--- src/rtl/ctrl_ep_pkg.sv ---
`timescale 1ns/100ps
package ctrl_ep_pkg;

    localparam logic [7:0] RT_STD_OUT      = 8'h00;
    localparam logic [7:0] RT_IN_DEVICE    = 8'h80;
    localparam logic [7:0] RT_IN_IFACE     = 8'h81;
    localparam logic [7:0] RT_IN_ENDPOINT  = 8'h82;
    localparam logic [7:0] RC_GET_DESC     = 8'd6;
    localparam logic [7:0] RC_SET_ADDRESS  = 8'd5;
    localparam logic [7:0] RC_SET_CONFIG   = 8'd9;
    localparam int         SETUP_BYTES     = 8;

    typedef enum logic [2:0] {
        ST_IDLE,
        ST_LOOKUP,
        ST_DATA_TX,
        ST_STATUS_RX,
        ST_STATUS_TX,
        ST_HANDOFF
    } seq_state_t;

    typedef enum logic [1:0] {
        REQ_GET_DESC,
        REQ_SET_ADDR,
        REQ_SET_CFG,
        REQ_OTHER
    } req_kind_t;

    typedef struct packed {
        logic [15:0] length;
        logic [15:0] index;
        logic [15:0] value;
        logic [7:0]  code;
        logic [7:0]  rtype;
    } setup_pkt_t;

    // Little-endian byte image to fields; byte 0 sits in bits [7:0].
    function automatic setup_pkt_t unpack_setup(input logic [63:0] raw);
        setup_pkt_t p;
        p.rtype  = raw[7:0];
        p.code   = raw[15:8];
        p.value  = raw[31:16];
        p.index  = raw[47:32];
        p.length = raw[63:48];
        return p;
    endfunction

    function automatic req_kind_t classify(input logic [7:0] rtype, input logic [7:0] code);
        if ((rtype == RT_IN_DEVICE || rtype == RT_IN_IFACE || rtype == RT_IN_ENDPOINT)
            && code == RC_GET_DESC)
            return REQ_GET_DESC;
        if (rtype == RT_STD_OUT && code == RC_SET_ADDRESS)
            return REQ_SET_ADDR;
        if (rtype == RT_STD_OUT && code == RC_SET_CONFIG)
            return REQ_SET_CFG;
        return REQ_OTHER;
    endfunction

endpackage

--- src/rtl/ctrl_setup_decode.sv ---
`timescale 1ns/100ps
module ctrl_setup_decode
    import ctrl_ep_pkg::*;
#(
    parameter int PKT_W = 7
) (
    input  logic [63:0]      setup_bytes,
    input  logic [PKT_W-1:0] setup_len,
    output req_kind_t        kind,
    output logic             len_ok
);
    setup_pkt_t pkt;

    always_comb begin
        pkt    = unpack_setup(setup_bytes);
        kind   = classify(pkt.rtype, pkt.code);
        len_ok = (setup_len == PKT_W'(SETUP_BYTES));
    end
endmodule

--- src/rtl/ctrl_chunker.sv ---
`timescale 1ns/100ps
module ctrl_chunker #(
    parameter int MAX_PKT = 64,
    parameter int LEN_W   = 16,
    localparam int PKT_W  = $clog2(MAX_PKT + 1)
) (
    input  logic [LEN_W-1:0] remaining,
    output logic [PKT_W-1:0] pkt_len,
    output logic [LEN_W-1:0] rest
);
    always_comb begin
        if (remaining > LEN_W'(MAX_PKT))
            pkt_len = PKT_W'(MAX_PKT);
        else
            pkt_len = remaining[PKT_W-1:0];
        rest = remaining - LEN_W'(pkt_len);
    end
endmodule

--- src/rtl/ctrl_handoff_timer.sv ---
`timescale 1ns/100ps
module ctrl_handoff_timer #(
    parameter int TIMEOUT_CYC = 1000,
    localparam int CNT_W = $clog2(TIMEOUT_CYC + 1)
) (
    input  logic clk,
    input  logic rst,
    input  logic run,
    output logic expired
);
    logic [CNT_W-1:0] cnt;

    always_ff @(posedge clk) begin
        if (rst || !run)
            cnt <= '0;
        else if (cnt != CNT_W'(TIMEOUT_CYC))
            cnt <= cnt + 1'b1;
    end

    assign expired = run && (cnt == CNT_W'(TIMEOUT_CYC - 1));
endmodule

--- src/rtl/ctrl_ep_seq.sv ---
`timescale 1ns/100ps
module ctrl_ep_seq
    import ctrl_ep_pkg::*;
#(
    parameter int  MAX_PKT     = 64,
    parameter int  TIMEOUT_CYC = 1000,
    localparam int PKT_W       = $clog2(MAX_PKT + 1)
) (
    input  logic             clk,
    input  logic             rst,
    input  logic             bus_reset,
    input  logic             setup_rx,
    input  logic [PKT_W-1:0] setup_len,
    input  logic [63:0]      setup_bytes,
    input  logic             out_rx,
    input  logic [PKT_W-1:0] out_len,
    input  logic             in_done,
    output logic [15:0]      desc_index,
    output logic [15:0]      desc_value,
    input  logic             desc_found,
    input  logic [15:0]      desc_size,
    output logic             tx_send,
    output logic [PKT_W-1:0] tx_len,
    output logic [15:0]      tx_offset,
    output logic             rx_arm,
    output logic             ep_stall,
    output logic [6:0]       dev_addr,
    output logic             addr_en,
    output logic             cfg_strobe,
    output logic [15:0]      cfg_value,
    output logic             handoff_req,
    output logic [63:0]      held_setup,
    input  logic             handoff_done
);
    localparam int LEN_W = 16;

    seq_state_t       st;
    logic [63:0]      setup_raw_q;
    setup_pkt_t       held;
    req_kind_t        in_kind;
    logic             in_len_ok;
    logic [LEN_W-1:0] reply_total;
    logic [LEN_W-1:0] remaining_q;
    logic [LEN_W-1:0] offset_q;
    logic [LEN_W-1:0] first_rest;
    logic [LEN_W-1:0] next_rest;
    logic [PKT_W-1:0] first_len;
    logic [PKT_W-1:0] next_len;
    logic             wait_run;
    logic             wait_expired;
    logic             addr_request;

    assign held        = unpack_setup(setup_raw_q);
    assign held_setup  = setup_raw_q;
    assign desc_index  = held.index;
    assign desc_value  = held.value;
    assign cfg_value   = held.value;
    assign reply_total = (held.length < desc_size) ? held.length : desc_size;
    assign wait_run    = (st == ST_HANDOFF);
    assign addr_request = (held.rtype == RT_STD_OUT) && (held.code == RC_SET_ADDRESS);

    ctrl_setup_decode #(.PKT_W(PKT_W)) u_decode (
        .setup_bytes (setup_bytes),
        .setup_len   (setup_len),
        .kind        (in_kind),
        .len_ok      (in_len_ok)
    );

    // First chunk of a reply and every following chunk each get their own sizing path.
    ctrl_chunker #(.MAX_PKT(MAX_PKT), .LEN_W(LEN_W)) u_first_chunk (
        .remaining (reply_total),
        .pkt_len   (first_len),
        .rest      (first_rest)
    );

    ctrl_chunker #(.MAX_PKT(MAX_PKT), .LEN_W(LEN_W)) u_next_chunk (
        .remaining (remaining_q),
        .pkt_len   (next_len),
        .rest      (next_rest)
    );

    ctrl_handoff_timer #(.TIMEOUT_CYC(TIMEOUT_CYC)) u_wait (
        .clk     (clk),
        .rst     (rst),
        .run     (wait_run),
        .expired (wait_expired)
    );

    always_ff @(posedge clk) begin
        if (rst) begin
            st          <= ST_IDLE;
            setup_raw_q <= '0;
            remaining_q <= '0;
            offset_q    <= '0;
            tx_send     <= 1'b0;
            tx_len      <= '0;
            tx_offset   <= '0;
            rx_arm      <= 1'b0;
            ep_stall    <= 1'b0;
            dev_addr    <= '0;
            addr_en     <= 1'b0;
            cfg_strobe  <= 1'b0;
            handoff_req <= 1'b0;
        end else begin
            tx_send     <= 1'b0;
            rx_arm      <= 1'b0;
            cfg_strobe  <= 1'b0;
            handoff_req <= 1'b0;

            if (bus_reset) begin
                st          <= ST_IDLE;
                dev_addr    <= '0;
                addr_en     <= 1'b1;
                ep_stall    <= 1'b0;
                rx_arm      <= 1'b1;
                remaining_q <= '0;
                offset_q    <= '0;
            end else if (setup_rx) begin
                setup_raw_q <= setup_bytes;
                ep_stall    <= 1'b0;
                remaining_q <= '0;
                offset_q    <= '0;
                if (!in_len_ok) begin
                    ep_stall <= 1'b1;
                    st       <= ST_IDLE;
                end else begin
                    case (in_kind)
                        REQ_GET_DESC: st <= ST_LOOKUP;
                        REQ_SET_ADDR: begin
                            tx_send   <= 1'b1;
                            tx_len    <= '0;
                            tx_offset <= '0;
                            st        <= ST_STATUS_TX;
                        end
                        REQ_SET_CFG: begin
                            cfg_strobe <= 1'b1;
                            tx_send    <= 1'b1;
                            tx_len     <= '0;
                            tx_offset  <= '0;
                            st         <= ST_STATUS_TX;
                        end
                        default: begin
                            handoff_req <= 1'b1;
                            st          <= ST_HANDOFF;
                        end
                    endcase
                end
            end else begin
                case (st)
                    ST_LOOKUP: begin
                        if (!desc_found) begin
                            ep_stall <= 1'b1;
                            st       <= ST_IDLE;
                        end else begin
                            tx_send     <= 1'b1;
                            tx_len      <= first_len;
                            tx_offset   <= '0;
                            remaining_q <= first_rest;
                            offset_q    <= LEN_W'(first_len);
                            st          <= ST_DATA_TX;
                        end
                    end
                    ST_DATA_TX: begin
                        if (in_done) begin
                            if (remaining_q != '0) begin
                                tx_send     <= 1'b1;
                                tx_len      <= next_len;
                                tx_offset   <= offset_q;
                                remaining_q <= next_rest;
                                offset_q    <= offset_q + LEN_W'(next_len);
                            end else begin
                                rx_arm <= 1'b1;
                                st     <= ST_STATUS_RX;
                            end
                        end
                    end
                    ST_STATUS_RX: begin
                        if (out_rx) begin
                            if (out_len != '0)
                                ep_stall <= 1'b1;
                            else
                                rx_arm <= 1'b1;
                            st <= ST_IDLE;
                        end
                    end
                    ST_STATUS_TX: begin
                        if (in_done) begin
                            if (addr_request) begin
                                dev_addr <= held.value[6:0];
                                addr_en  <= 1'b1;
                            end
                            rx_arm <= 1'b1;
                            st     <= ST_IDLE;
                        end
                    end
                    ST_HANDOFF: begin
                        if (handoff_done) begin
                            tx_send   <= 1'b1;
                            tx_len    <= '0;
                            tx_offset <= '0;
                            st        <= ST_STATUS_TX;
                        end else if (wait_expired) begin
                            ep_stall <= 1'b1;
                            st       <= ST_IDLE;
                        end
                    end
                    default: ;
                endcase
            end
        end
    end
endmodule

--- config.mk ---
export PLATFORM = sky130hd
export DESIGN_NAME = ctrl_ep_seq
export DESIGN_NICKNAME = d
export VERILOG_FILES = /design/src/rtl/ctrl_ep_pkg.sv /design/src/rtl/ctrl_setup_decode.sv /design/src/rtl/ctrl_chunker.sv /design/src/rtl/ctrl_handoff_timer.sv /design/src/rtl/ctrl_ep_seq.sv
export SDC_FILE = /design/constraint.sdc
export NUM_CORES = 1
export LEC_CHECK = 0
export BUFFER_PORTS_ARGS = -buffer_cell sky130_fd_sc_hd__buf_2
export CORE_UTILIZATION = 47
export CTS_CLUSTER_DIAMETER = 40
export DETAILED_ROUTE_END_ITERATION = 12
export PLACE_DENSITY = 0.84
export SLEW_MARGIN = 20
export SYNTH_ARGS = -nofsm -noshare
export SYNTH_HDL_FRONTEND = slang
export SYNTH_SLANG_ARGS = --single-unit
--- constraint.sdc ---
create_clock -name clk -period 3.2 [get_ports clk]
set_input_delay 0.64 -clock clk [delete_from_list [all_inputs] [get_ports clk]]
set_output_delay 0.64 -clock clk [all_outputs]
set_load 0.05 [all_outputs]
==> results.tsv, run 1 <==
metric	value	unit
holdBufCountCts	0	
finalHoldViolCount	0	
die_y	133.4	um
ff2ff_path_depth	14	
worst_slew_pin_slew	948.9	ps
grt_pass1_wl	38250	um
start_util	48.61	%
cp_max_fo	5	
place_congestion	0.8981	
htreeDepth	4	
async_reset_ff_share	0	%
track_usage	26.79	%
num_vias	8421	
p_leak	0.004552	uW
syn-instance-count	1047	
skew	9.499	ps
wl_per_cell	16.20	um
slowest_stage	or4_4	
firstDrtPassIters	5	
synth_adder_area_share	4.870	%
cts_buffers	17	
crit_path_end	offset_q[10]$_SDFFE_PP0P_	
synthMuxAreaShare	3.591	%
setup_violations	10	
syn-cell-area	8119	um2
endpoint_kind	flop	
yosysMostFrequentCell	nand2_1	
synth_top_area_share	35.75	%
hold_path.startpoint	setup_bytes[29]	
power_density	470.3	nW/um2
setup_slack	-225.9	ps
fin_crit_sh	107.1	%
rows	47	
clkSlewWorstSetupHoldPaths	60	ps
cp_slowest_stage_delay	530	ps
critPathKind	reg -> reg	
yosys.area_share.simple	24.72	%
fmax	0.2919	GHz
synth_top_cell_by_area	dfxtp_1	
cp.arrival	3710	ps
yosys_warnings	0	
rsz0062_at_grt	yes	
synth_xor_area_share	2.481	%
first_iter_violations	646	
port_buffers	249	
postRouteAntennaNets	0	
ys_ff_latch	145	
final_area	10300	um2
grt_max_degree	86	
syn_to_final_growth	26.81	%
clk_latency	430	ps
nets	1407	
cp_common_cell	a21o_1	
seq_area_frac_synth	35.75	%
first_global_vias	7841	
synth_area_leaders	dfxtp_1 36%, nand2_1 9.1%, a21oi_1 7.8%	
root_buffer	clkbuf_16	
synth_edf_count	0	
crit_chain	or4_4 > or2_4 > nand2b_4 > nor3b_4 > and2_4 > ha_4 > a21o_1 > a21oi_2 > o21bai_1 > a21o_1 > a21oi_4 > nor3_2 > xnor2_1 > nor2_1	
r2r-end	offset_q[10]$_SDFFE_PP0P_	
hpwl	17180	um
synth_compound_area_share	19.68	%
synthFlopType	dfxtp_1	
overflow	0	
failed_checks	setup timing	
r2r_start	remaining_q[11]$_SDFFE_PP0P_	
period_needed	3426	ps
die-area	17800	um2
syn_nets	1180	
start_kind	flop	
io_pins	250	
cts_sinks	145	
critical_path.startpoint	remaining_q[11]$_SDFFE_PP0P_	
core	16700	um2
synthDistinctLibCells	77	
cap_violations	0	
rrSetupSlack	-230	ps
setup_tns	-1501	ps
synth_common_cells	197 x nand2_1, 145 x dfxtp_1, 126 x a21oi_1	
viasPerCell	5.581	
antenna_found_initial	2	
worst_hold_path_type	in -> reg	
run_status	finished, violations left	
max_slew_margin	36.74	%
drc	0	
cts_tree	built	
drive_above_1_share	31.39	%
finalWirelength	24440	um
cp_data_required_time	3490	ps
syn_area_per_cell	7.755	um2
vdd_drop_max	376.1	uV
synth_top_family_by_area	simple AND/OR/NAND/NOR gates	
clockBufferDepth	2	
dpl_cell_area	9465	um2
die_w	133.4	um
slew_viol_final	0	
-- state kept, by name, indices dropped and copies added, names as in the netlist, 3 cells and up --
| name | count |
|---|---|
| dev_addr | 7 |
| remaining_q | 16 |
| offset_q | 16 |
| held_setup | 64 |
| u_wait.cnt | 10 |
| st | 3 |
| tx_offset | 16 |
| tx_len | 7 |
-- report_power, final --
group / total [uW] / leakage, uW / internal, uW / switching [uW]
logic: 836 / 0.00308 / 265 / 571
clock network: 2120 / 0.000294 / 1280 / 834
registers: 1890 / 0.00118 / 1850 / 44.2
total: 4840 / 0.00455 / 3390 / 1450
-- worst max-delay path, delay by kind of cell, from the launching register on --
kind | cells | cell delay, ps
DFF | 1 | 320
AOI/OAI and AO/OA | 5 | 940
xor gates and xnor gates | 1 | 230
and+or+nand+nor | 7 | 1590
adders and majority gates | 1 | 210
-- cells by family after synthesis --
group | after synthesis
other | 2
AO/OA/AOI/OAI | 259
AND/OR/NAND/NOR | 426
adder cells (fa/ha/maj) | 31
buffers and inverters | 134
flip-flops | 145
XOR/XNOR | 23
multiplexers | 27
-- what timing repair did --
item                       4_1_cts  5_1_grt
pin swaps                       11       25
resized for setup                8       17
hold endpoints to repair         0        0
buffers inserted                 6        6
setup endpoints to repair        8       14
-- layout make-up --
class / instances / area [um2]
inverter: 34 / 127.6
clock buffer: 19 / 452.9
sequential: 145 / 2904
fill: 1429 / 6405
tap: 220 / 275.3
clock inverter: 13 / 175.2
timing repair buffer: 308 / 1693
multi-input combinational: 768 / 4663
antenna: 2 / 5.005
-- layer usage --
layer	vias to the layer above	global-route usage, %	routed length (um)
met5	-	0	0
met4	0	11.68	846
met3	70	5.632	1595
met2	371	47.63	12390
met1	3911	30.87	9612
li1	4069	-	-
-- worst min-delay path by stage --
stage,endpoint,depth (start not counted)
2_1_floorplan,tx_offset[15]$_SDFFE_PP0P_,2
3_3_place_gp,tx_len[4]$_SDFFE_PP0P_,2
3_5_place_dp,tx_len[5]$_SDFFE_PP0P_,1
4_1_cts,held_setup[51]$_SDFFE_PP0P_,3
5_1_grt,held_setup[40]$_SDFFE_PP0P_,3
6_report,held_setup[29]$_SDFFE_PP0P_,3
-- cell usage in the layout, fill, tap and decap left out, drive strengths merged, types with 5 or more instances in the layout --
cell,Yosys,final
buf,68,308
nand2,197,197
dfxtp,145,145
a21oi,127,127
nor2,84,84
o21ai,47,47
inv,34,37
nand3,35,35
nor3,33,33
ha,30,30
mux2i,20,20
clkbuf,32,19
nor4,18,18
xnor2,12,12
xor2,11,11
or3,11,11
and2,11,11
a31oi,9,9
a211oi,8,8
nand4,8,8
nand2b,8,8
mux2,7,7
a21o,7,7
o22ai,7,7
o21a,6,6
a221oi,6,6
o211ai,5,5
o21bai,5,5
-- through the flow --
step | setup WS (ps) | utilization, % | hold WS, ps | cells | total power (uW)
finish | -225.9 | 61.65 | 445.9 | 1509 | 4842
CTS | -95.58 | 60.91 | 434.3 | 1501 | 4846
floorplan | -38.32 | - | 453.0 | 1047 | 2528
global route | -328.0 | 61.65 | 439.5 | 1509 | 4999
detailed placement | -107.6 | 56.68 | 435.6 | 1463 | 2745
global placement | -34.74 | 56.68 | 435.1 | 1463 | 2735
(Power assumes the default switching activity.)
==> inputs of run 2 (changes only) <==
==> constraint.sdc (replaced) <==
create_clock -name clk -period 3.2 [get_ports clk]
set_input_delay 0.48 -clock clk [delete_from_list [all_inputs] [get_ports clk]]
set_output_delay 0.48 -clock clk [all_outputs]
set_load 0.05 [all_outputs]
==> run 2 against run 1 <==
  * The flow still finishes with violations (setup timing)
  * Clock skew fell by 0.69 ps
  * Routed wire length rose by 1.0%
  * Critical path depth did not move
  * Sequential power barely moved
  * Register-to-register slack got worse by 80 ps
  * Clock power barely moved
  * Hold slack got worse by 160 ps
  * Worst setup slack got worse by 75 ps
  * Utilization fell by 0.097 points
==> results.tsv, run 2 (synthesized netlist as in run 1, its figures left out) <==
metric	value	unit
comb_power_share	17.4	%
cp_data_required_time	3490	ps
first_iter_violations	654	
start_util	48.61	%
cp.arrival	3790	ps
root_buffer	clkbuf_16	
drive_above_1_share	30.94	%
place_congestion	0.9176	
clk_latency	420	ps
ff2ff_path_depth	14	
port_buffers	249	
hold_depth	3	
p_clk_share	43.6	%
fin_crit_sh	109.4	%
io_pins	250	
postRouteAntennaNets	0	
min_to	held_setup[42]$_SDFFE_PP0P_	
drc	0	
htreeDepth	4	
cts_sinks	145	
sequentialPowerShare	39.0	%
fmax	0.2856	GHz
overflow	0	
seq_area	2904	um2
endpoint_kind	flop	
slew_viol_final	0	
r2r_start	remaining_q[11]$_SDFFE_PP0P_	
die_y	133.4	um
postLayoutCoreUtil	61.55	%
failed_checks	setup timing	
max_slew_margin	36.05	%
holdBufCountCts	0	
firstDrtPassIters	7	
period_needed	3501	ps
largest_reg_flops	64	
setup_tns	-1786	ps
swShare	29.83	%
core	16700	um2
start_kind	flop	
p_leak	0.004547	uW
p_int	3399	uW
rrSetupSlack	-300	ps
setup_violations	10	
run_status	finished, violations left	
nFillCells	1448	
cap_violations	0	
multi_input_area	4652	um2
cp_slowest_stage_delay	530	ps
num_vias	8539	
antenna_found_initial	2	
syn_to_final_growth	26.61	%
grt_pass1_wl	38360	um
finalHoldWorstSlack	290.3	ps
viasPerCell	5.674	
layout_common_cells	249 x buf_2, 197 x nand2_1, 144 x dfxtp_1	
rsz0062_at_grt	yes	
power_density	471.3	nW/um2
hpwl	17080	um
vdd_drop_max	432.5	uV
wl_per_cell	16.40	um
finalWirelength	24690	um
clkSlewWorstSetupHoldPaths	60	ps
nets	1403	
power_switching	1445	uW
clockBufferDepth	2	
track_usage	26.86	%
cp_common_cell	a21o_1	
grt_max_degree	86	
setup_slack	-301.3	ps
critPathKind	reg -> reg	
cp_max_fo	5	
slowest_stage	or4_4	
total_power	4845	uW
first_global_vias	7921	
hold_path.startpoint	setup_bytes[42]	
die_w	133.4	um
r2r-end	offset_q[14]$_SDFFE_PP0P_	
finalHoldViolCount	0	
die-area	17800	um2
crit_chain	or4_4 > or2_4 > nand2b_4 > nor3b_4 > and2_1 > ha_4 > a21o_1 > a21oi_2 > o21bai_1 > a21o_1 > a21oi_4 > nor3_1 > xnor2_1 > nor2_1	
skew	8.806	ps
cts_tree	built	
worst_hold_path_type	in -> reg	
final_common_cell	buf_2	
rows	47	
cts_buffers	17	
worst_slew_pin_slew	959.2	ps
## run 2: per-stage QoR
step,setup slack (ps),cell area (um2),std cells
after global routing,-389.7,10280,1505
after CTS,-145.8,10170,1500
after floorplan,-38.32,8164,1047
after detailed placement,-151.2,9483,1462
after global placement,-11.97,9483,1462
final,-301.3,10280,1505
## run 2: power groups by stage
stage	combinational, uW	clock [uW]	sequential, uW
global placement	812	0	1930
floorplan	471	0	2060
CTS	829	2130	1890
finish	843	2110	1890
global route	904	2220	1890
detailed placement	823	0	1930
## run 2: critical path: cells and delay by family, from the launching register on
family	cells	cell delay [ps]
flip-flops	1	320
AND/OR/NAND/NOR	7	1610
AO/OA/AOI/OAI	5	960
XOR/XNOR	1	220
adder cells (fa/ha/maj)	1	240
## run 2: how the worst max path moves through the flow
| stage | from | end | slack (ps) | cells after the start |
|---|---|---|---|---|
| floorplan | remaining_q[11]$_SDFFE_PP0P_ | offset_q[11]$_SDFFE_PP0P_ | -40 | 14 |
| global placement | remaining_q[11]$_SDFFE_PP0P_ | offset_q[11]$_SDFFE_PP0P_ | -10 | 13 |
| detailed placement | remaining_q[11]$_SDFFE_PP0P_ | offset_q[11]$_SDFFE_PP0P_ | -150 | 13 |
| CTS | remaining_q[11]$_SDFFE_PP0P_ | offset_q[9]$_SDFFE_PP0P_ | -150 | 14 |
| global route | remaining_q[11]$_SDFFE_PP0P_ | offset_q[14]$_SDFFE_PP0P_ | -390 | 14 |
| finish | remaining_q[11]$_SDFFE_PP0P_ | offset_q[14]$_SDFFE_PP0P_ | -300 | 14 |
## run 2: routing by layer
metal / GRT usage [%] / vias to the layer above / routed length, um
met5: 0 / - / 0
met2: 48.26 / 399 / 12690
met4: 11.87 / 0 / 761
met3: 5.746 / 66 / 1536
li1: - / 4055 / -
met1: 30.42 / 4019 / 9699
## run 2: area by class of cell
cell class                 count  share of cell area, %
clock buffer                  19                  4.406
tap                          220                  2.678
timing repair buffer         304                  16.42
antenna                        2                0.04869
clock inverter                13                  1.704
inverter                      34                  1.241
multi-input combinational    768                  45.25
sequential                   145                  28.25
## run 2: what timing repair did
action,CTS,global route
pin swaps,5,6
gates resized for setup,6,18
setup endpoints to repair,9,15
setup buffers,6,3
==> inputs of run 3 (changes only) <==
CORE_UTILIZATION = 48   (was 47)
PLACE_DENSITY = 0.85   (was 0.84)
SYNTH_HIERARCHICAL = 1   (was default)
==> run 3 against run 2 <==
  * Register-to-register slack got worse by 210 ps
  * Non-clock buffer count rose by 69
  * Global-route usage rose by 0.83 points
  * The run still ends with setup timing left
  * Sequential share of layout area fell by 3.3 points
  * Combinational power rose by 47%
  * First-iteration DRC count rose by 4.4%
  * Clock skew fell by 0.70 ps
  * Utilization rose by 4.1 points
  * Cell count rose by 8.4%
  * Hold slack got worse by 7.5 ps
==> results.tsv, run 3 <==
metric	value	unit
run_status	finished, violations left	
failed_checks	setup timing	
rows	49	
core	17960	um2
min_to	held_setup[56]$_SDFFE_PP0P_	
synthFlopType	dfxtp_1	
start_util	48.85	%
synth_top_cell_by_area	dfxtp_1	
clk_latency	420	ps
cp.arrival	4050	ps
track_usage	27.70	%
largest_reg_flops	64	
crit_chain	ha_4 > and4_4 > o211ai_1 > clkbuf_16 > o31a_1 > o211ai_1 > nor4_2 > a21oi_2 > o21ai_1 > ha_2 > nor4_2 > o21ai_0 > o21ai_1 > nand2_1 > a311oi_1	
firstDrtPassIters	5	
ys_ff_latch	145	
io_pins	250	
slowest_stage	nor4_2	
start_kind	flop	
drc	0	
cp_slowest_stage_delay	510	ps
viasPerCell	5.776	
grt_pass1_wl	41180	um
endpoint_kind	flop	
ff2ff_path_depth	15	
skew	8.110	ps
cts_tree	built	
path_buf_inv	1	
syn_area_per_cell	7.892	um2
rrSetupSlack	-510	ps
r2r_start	held_setup[59]$_SDFFE_PP0P_	
worst_hold_path_type	in -> reg	
cp_max_fo	8	
critPathKind	reg -> reg	
grt_max_degree	68	
drive_above_1_share	36.71	%
antenna_found_initial	1	
power_density	429.3	nW/um2
syn_to_final_growth	34.37	%
finalWirelength	27260	um
htreeDepth	4	
cp_data_required_time	3530	ps
setup_violations	25	
clockBufferDepth	2	
layout_common_cells	249 x buf_2, 207 x nand2_1, 130 x dfxtp_1	
hold_path.startpoint	setup_bytes[56]	
r2r-end	remaining_q[8]$_SDFFE_PP0P_	
slew_viol_final	0	
first_iter_violations	683	
worst_slew_pin_slew	852.5	ps
max_slew_margin	42.90	%
num_vias	9421	
total_power	5063	uW
overflow	0	
fmax	0.2693	GHz
syn-cell-area	8776	um2
nets	1520	
syn_nets	1245	
hpwl	18770	um
cts_buffers	17	
postRouteAntennaNets	0	
die-area	18830	um2
vdd_drop_max	406.0	uV
port_buffers	249	
synth_area_leaders	dfxtp_1 33%, nand2_1 9.0%, a21oi_1 6.0%	
seq_area_frac_synth	33.08	%
finalHoldViolCount	0	
wl_per_cell	16.71	um
die_w	137.2	um
final_common_cell	buf_2	
p_leak	0.005172	uW
hold_depth	3	
first_global_vias	8443	
synth_edf_count	0	
place_ws	-597.0	ps
syn-instance-count	1112	
clkSlewWorstSetupHoldPaths	70	ps
yosysMostFrequentCell	nand2_1	
fin_crit_sh	116.1	%
synth_top_area_share	33.08	%
postLayoutCoreUtil	65.65	%
cts_sinks	145	
crit_family	compound AO/OA/AOI/OAI gates	
period_needed	3714	ps
rsz0062_at_grt	yes	
synthDistinctLibCells	72	
async_reset_ff_share	0	%
die_y	137.2	um
yosys_warnings	6	
root_buffer	clkbuf_16	
synth_common_cells	210 x nand2_1, 145 x dfxtp_1, 105 x a21oi_1	
nFillCells	1373	
setup_slack	-513.7	ps
place_congestion	0.9270	
cap_violations	0	
-- run 3: cells by family after synthesis --
group / after synthesis / share of synthesized area, %
and+or+nand+nor: 436 / 24.95
AOI/OAI and AO/OA: 300 / 23.24
buffers and inverters: 148 / 8.583
DFF: 145 / 33.08
muxes: 33 / 3.864
adders and majority gates: 31 / 4.505
xor gates and xnor gates: 17 / 1.697
other: 2 / 0.08558
-- run 3: report_power, final --
| part | switching, uW | leakage [uW] | total, uW | internal, uW |
|---|---|---|---|---|
| clock | 836 | 0.000274 | 1940 | 1110 |
| combinational | 749 | 0.00371 | 1240 | 489 |
| sequential | 38.5 | 0.00119 | 1880 | 1840 |
-- run 3: timing repair --
item / 4_1_cts / 5_1_grt
endpoints found under the setup margin: 24 / 34
gates resized for setup: 18 / 45
setup buffers: 5 / 9
pin swaps: 14 / 38
gates cloned: 2 / 4
hold buffers: 0 / 0
-- run 3: final cells by class --
type	instances	area [um2]	share of cell area, %
Inverter	31	123.9	1.050
Timing Repair Buffer	373	2370	20.10
Antenna cell	2	5.005	0.04244
Clock buffer	20	446.7	3.788
Clock inverter	12	122.6	1.040
Multi-Input combinational cell	819	5492	46.57
Sequential cell	145	2947	24.99
Tap cell	229	286.5	2.430
-- run 3: stage by stage --
stage                     TNS (ps)  std cells  hold WS [ps]  area, um2
after CTS                    -4561       1617         268.6      11430
final                        -7372       1631         282.8      11790
after global placement       -8652       1578         450.1      10690
after floorplan             -50.13       1112         443.7       9021
after global routing        -10690       1630         273.1      11790
after detailed placement    -10480       1578         450.3      10690
-- run 3: how the worst max path moves through the flow --
stage	startpoint	depth (start not counted)	end
3_5_place_dp	desc_size[9]	17	remaining_q[14]$_SDFFE_PP0P_
6_report	held_setup[59]$_SDFFE_PP0P_	15	remaining_q[8]$_SDFFE_PP0P_
2_1_floorplan	desc_size[9]	13	tx_len[6]$_SDFFE_PP0P_
3_3_place_gp	desc_size[9]	18	remaining_q[6]$_SDFFE_PP0P_
5_1_grt	held_setup[53]$_SDFFE_PP0P_	16	remaining_q[8]$_SDFFE_PP0P_
4_1_cts	held_setup[57]$_SDFFE_PP0P_	17	remaining_q[6]$_SDFFE_PP0P_
-- run 3: layer usage --
layer / track usage (%) / share of wire, % / vias up
met5: 0 / 0 / -
met2: 46.97 / 49 / 426
met1: 33.31 / 41 / 4390
met4: 13.61 / 3.9 / 0
li1: - / - / 4525
met3: 5.519 / 6.5 / 80
-- run 3: tightest hold or removal path: stages --
cell and delay [ps]:
buf_2 100, nand2_1 40, a21oi_1 50
